[src/rtl/sqs_pkg.sv]
`timescale 1ns/1ps
package sqs_pkg;

    // Index of each bus-takeover source in the window vectors.
    typedef enum int {
        SRC_AHOLD = 0,
        SRC_BOFF  = 1,
        SRC_HLDA  = 2
    } hold_src_e;

    localparam int NSRC = 3;

    // Per-clock qualification terms computed by the top level.
    typedef struct packed {
        logic quiet;        // no bus cycle completing, or init/probe-ready
        logic eligible;     // some open window admits the strobe
        logic blocked;      // a blocking condition is present
        logic drop_reject;  // address-hold drop with back-off high
        logic late_reject;  // clock after bus-hold release
        logic accept;       // final decision
    } qual_terms_t;

endpackage

[src/rtl/sqs_hold_timer.sv]
`timescale 1ns/1ps
// Counts consecutive edges on which a takeover source is high.
// The window opens once DLY edges have already been seen.
module sqs_hold_timer #(
    parameter int DLY = 2
) (
    input  logic clk,
    input  logic rst_n,
    input  logic src_i,
    output logic open_o,
    output logic drop_o
);
    localparam int CW = (DLY < 1) ? 1 : $clog2(DLY + 1);
    localparam logic [CW-1:0] LIM = CW'(DLY);

    typedef struct packed {
        logic [CW-1:0] cnt;
        logic          was;
    } tmr_st_t;

    tmr_st_t st_d, st_q;

    always_comb begin
        st_d     = st_q;
        st_d.was = src_i;
        if (!src_i) begin
            st_d.cnt = '0;
        end else if (st_q.cnt != LIM) begin
            st_d.cnt = st_q.cnt + 1'b1;
        end
    end

    always_ff @(posedge clk or negedge rst_n) begin
        if (!rst_n) begin
            st_q <= '0;
        end else begin
            st_q <= st_d;
        end
    end

    assign open_o = src_i && (st_q.cnt == LIM);
    assign drop_o = st_q.was && !src_i;

endmodule

[src/rtl/sqs_release_guard.sv]
`timescale 1ns/1ps
// Keeps two edges of bus-hold request history and flags the
// clock that follows its release.
module sqs_release_guard (
    input  logic clk,
    input  logic rst_n,
    input  logic hold_req_i,
    output logic late_o
);
    typedef struct packed {
        logic h1;   // value at previous edge
        logic h2;   // value two edges back
    } hist_t;

    hist_t hist_d, hist_q;

    always_comb begin
        hist_d.h1 = hold_req_i;
        hist_d.h2 = hist_q.h1;
    end

    always_ff @(posedge clk or negedge rst_n) begin
        if (!rst_n) begin
            hist_q <= '0;
        end else begin
            hist_q <= hist_d;
        end
    end

    assign late_o = hist_q.h2 && !hist_q.h1;

endmodule

[src/rtl/sqs_inquire_qualifier.sv]
`timescale 1ns/1ps
module sqs_inquire_qualifier
    import sqs_pkg::*;
#(
    parameter int ADDR_W     = 32,
    parameter int LINE_BYTES = 32,
    parameter int AHOLD_DLY  = 2,
    parameter int BOFF_DLY   = 2,
    parameter int HLDA_DLY   = 1
) (
    input  logic              clk,
    input  logic              rst_n,
    input  logic              addr_hold_i,
    input  logic              backoff_i,
    input  logic              hold_req_i,
    input  logic              hold_ack_i,
    input  logic              inq_strobe_i,
    input  logic [ADDR_W-1:0] inq_addr_i,
    input  logic              drv_addr_i,
    input  logic              hit_mod_i,
    input  logic              stop_clk_i,
    input  logic              bus_busy_i,
    input  logic              init_i,
    input  logic              probe_rdy_i,
    output logic              inq_valid_o,
    output logic [ADDR_W-1:0] inq_line_addr_o
);
    localparam int OFS_W = $clog2(LINE_BYTES);
    localparam logic [ADDR_W-1:0] LINE_MASK = {ADDR_W{1'b1}} << OFS_W;

    function automatic int src_delay(input int idx);
        case (idx)
            SRC_AHOLD: return AHOLD_DLY;
            SRC_BOFF:  return BOFF_DLY;
            default:   return HLDA_DLY;
        endcase
    endfunction

    typedef struct packed {
        logic              acc;
        logic [ADDR_W-1:0] line;
    } top_st_t;

    top_st_t     st_d, st_q;
    qual_terms_t qt;

    logic [NSRC-1:0] src_vec;
    logic [NSRC-1:0] open_vec;
    logic [NSRC-1:0] drop_vec;
    logic            late_rel;

    assign src_vec[SRC_AHOLD] = addr_hold_i;
    assign src_vec[SRC_BOFF]  = backoff_i;
    assign src_vec[SRC_HLDA]  = hold_ack_i;

    // One window timer per takeover source, each with its own delay.
    for (genvar g = 0; g < NSRC; g++) begin : g_win
        sqs_hold_timer #(
            .DLY (src_delay(g))
        ) u_tmr (
            .clk    (clk),
            .rst_n  (rst_n),
            .src_i  (src_vec[g]),
            .open_o (open_vec[g]),
            .drop_o (drop_vec[g])
        );
    end

    sqs_release_guard u_rel (
        .clk        (clk),
        .rst_n      (rst_n),
        .hold_req_i (hold_req_i),
        .late_o     (late_rel)
    );

    always_comb begin
        qt.quiet       = !bus_busy_i || init_i || probe_rdy_i;
        qt.eligible    = open_vec[SRC_AHOLD]
                       || ((open_vec[SRC_BOFF] || open_vec[SRC_HLDA]) && qt.quiet);
        qt.blocked     = drv_addr_i || hit_mod_i || stop_clk_i || st_q.acc;
        qt.drop_reject = drop_vec[SRC_AHOLD] && backoff_i;
        qt.late_reject = late_rel;
        qt.accept      = inq_strobe_i && qt.eligible && !qt.blocked
                       && !qt.drop_reject && !qt.late_reject;

        st_d     = st_q;
        st_d.acc = qt.accept;
        if (qt.accept) begin
            st_d.line = inq_addr_i & LINE_MASK;
        end
    end

    always_ff @(posedge clk or negedge rst_n) begin
        if (!rst_n) begin
            st_q <= '0;
        end else begin
            st_q <= st_d;
        end
    end

    assign inq_valid_o     = st_q.acc;
    assign inq_line_addr_o = st_q.line;

endmodule

[config.mk]
export PLATFORM = sky130hd
export DESIGN_NAME = sqs_inquire_qualifier
export DESIGN_NICKNAME = d
export VERILOG_FILES = /design/src/rtl/sqs_pkg.sv /design/src/rtl/sqs_hold_timer.sv /design/src/rtl/sqs_release_guard.sv /design/src/rtl/sqs_inquire_qualifier.sv
export SDC_FILE = /design/constraint.sdc
export NUM_CORES = 1
export LEC_CHECK = 0
export BUFFER_PORTS_ARGS = -buffer_cell sky130_fd_sc_hd__buf_4
export CORE_MARGIN = 10
export CORE_UTILIZATION = 40
export CTS_BUF_LIST = sky130_fd_sc_hd__clkbuf_4 sky130_fd_sc_hd__clkbuf_8 sky130_fd_sc_hd__clkbuf_16
export CTS_CLUSTER_SIZE = 30
export DETAILED_ROUTE_END_ITERATION = 16
export HOLD_SLACK_MARGIN = 0.08
export PLACE_DENSITY = 0.71
export SKIP_LAST_GASP = 1
export SLEW_MARGIN = 20
export SYNTH_ARGS = -nofsm -noshare
export SYNTH_HDL_FRONTEND = slang
export SYNTH_HIERARCHICAL = 1
export SYNTH_SLANG_ARGS = --single-unit
[constraint.sdc]
create_clock -name clk -period 2.87 [get_ports clk]
set_clock_uncertainty 0.1 [all_clocks]
set_input_delay 0 -clock clk [delete_from_list [all_inputs] [get_ports clk]]
set_output_delay 0 -clock clk [all_outputs]
set_load 0.01 [all_outputs]
==> flow_summary.json <==
{
  "status": "complete, no violations",
  "r2r_slack_ns": 0.51,
  "die_w_um": 82.1,
  "synthCells": 96,
  "postRouteAntennaNets": 0,
  "firstDrtPassIters": 3,
  "cts_setup_buffers": 0,
  "start_util_pct": 41.8,
  "track_usage_pct": 12.0,
  "slew-limit-headroom_pct": 61.5,
  "max_cap_violations": 0,
  "syn_avg_cell_area_um2": 16.1,
  "ir_drop_mv": 0.371,
  "gp_congestion": 0.750,
  "diodes": 0,
  "portBuffers": 67,
  "pre_cts_ws_ns": 0.529,
  "syn_area_um2": 1540,
  "antenna_found_initial": 0,
  "slew_viol_final": 0,
  "worst_setup_hold_path_clk_slew_ns": 0.07,
  "io_pins": 78,
  "fin_setup_tns_ns": 0,
  "cts-root-buf": "clkbuf_8",
  "max_freq_mhz": 424,
  "setup_viol": 0,
  "yosysWarnings": 6,
  "core-area_um2": 3690,
  "cts_tree": "built",
  "cp_data_required_time_ns": 2.94,
  "clk_path_buf_depth": 2,
  "dp_hpwl_um": 2640,
  "die_y_um": 82.1,
  "overflow": 0,
  "die_area_um2": 6740,
  "grt_max_degree": 37,
  "vias_per_cell": 4.46,
  "layout-drive-gt1-share_pct": 55.0,
  "total_power_w": 0.00181,
  "rows": 22,
  "worst-path-max-fanout": 28,
  "hold_viol_final": 0,
  "drt_iter0_markers": 45,
  "nNetsFinal": 247,
  "r2r-start": "g_win[0].u_tmr/st_q[1]",
  "fillers": 267,
  "syn2layout_area_growth_pct": 61.1,
  "period_share_pct": 82.2,
  "power.density_nw_per_um2": 728,
  "worstMarginPinSlew_ns": 0.569,
  "regArea_um2": 901,
  "vias": 1105,
  "fin_crit_ns": 2.36,
  "drc": 0,
  "cp.arrival_ns": 2.42,
  "grt_pass1_vias": 1261,
  "wirelength_um": 3930,
  "rsz0062_at_grt": "no",
  "power.leakage_nw": 1.23,
  "criticalPathCategory": "reg2reg",
  "critical_path.startpoint": "g_win[0].u_tmr/st_q[1]",
  "clock_sinks": 36,
  "cts_made_buffers": 5,
  "min_path_type": "in2async",
  "setup_slack_ns": 0.512,
  "multi_input_area_um2": 589,
  "routedWlPerCell_um": 15.8,
  "worst_setup_path_start_kind": "register",
  "clk_latency_ns": 0.28,
  "cts.htree.levels": 2,
  "cp-end-kind": "register",
  "grt_pass1_wl_um": 6150
}
[cells in the final DEF (no fill, tap or decap)]
cell and n:
or2_1 2, ha_1 2, and2_1 2, and2_2 3, mux2_2 8, a21boi_2 2, nand2_1 3, conb_1 5
nor3_1 1, nor4_2 1, mux2_4 19, nand4b_1 1, buf_4 68, dfrtp_1 36, dlygate4sd3_1 32, inv_1 2
nor2b_4 1, clkbuf_8 7, nor3_4 1, xnor2_1 2, nor4b_1 1, nor2b_1 1
[state kept, by name, summed over array words and instances, names as in the netlist]
register          count
g_win.u_tmr/st_q      6
inq_line_addr_o      27
inq_valid_o           1
u_rel/hist_d          1
u_rel/hist_q          1
[path summary, 6_finish.rpt]
kind | endpoint | depth (start not counted)
worst max register to register | inq_line_addr_o[5] | 7
min in group clk | inq_valid_o | 4
max in group asynchronous | inq_line_addr_o[11] | 2
worst min register to register | u_rel/hist_q[0] | 0
worst min-delay path | inq_line_addr_o[17] | 2
worst max-delay path | inq_line_addr_o[5] | 7
[routing by layer]
metal	wire [µm]	GRT usage (%)	vias to the layer above
met4	36	3.57	0
met5	0	0	-
met2	1840	19.4	52
met1	1500	12.6	525
met3	546	7.78	5
li1	-	-	523
[metrics by stage]
step                utilization [%]  area [µm²]  hold slack (ns)  instances
floorplan                         -        1560           -0.396        100
global placement               56.1        2070           -0.129        209
detailed placement             56.1        2070           -0.121        209
CTS                            67.4        2480            0.111        248
global route                   67.4        2480            0.149        248
finish                         67.4        2480           0.0980        248
[power breakdown]
| part | internal (W) | switching, W | total (W) |
|---|---|---|---|
| Clock | 0.000214 | 0.000165 | 0.000379 |
| Combinational | 0.000427 | 0.000245 | 0.000672 |
| Sequential | 0.000667 | 0.0000918 | 0.000759 |
[final cells by class]
cell class | instances | area share [%]
flip-flops and latches | 36 | 36.3
repair buffers | 100 | 33.4
clock buffers | 7 | 3.88
multi-input cells | 55 | 23.7
inverters | 2 | 0.302
well taps | 48 | 2.42
[worst max-delay path: stages (launching register included)]
cell     delay (ns)
dfrtp_1        0.37
inv_1          0.05
ha_1           0.23
and2_2         0.22
nor4b_1        0.53
nor3_4         0.08
buf_4          0.29
mux2_4         0.35
[what timing repair did]
| item | 4_1_cts | 5_1_grt |
|---|---|---|
| hold endpoints to repair | 70 | 0 |
| resized for setup | 0 | 0 |
| hold buffers | 32 | 0 |
(Power assumes the default switching activity.)
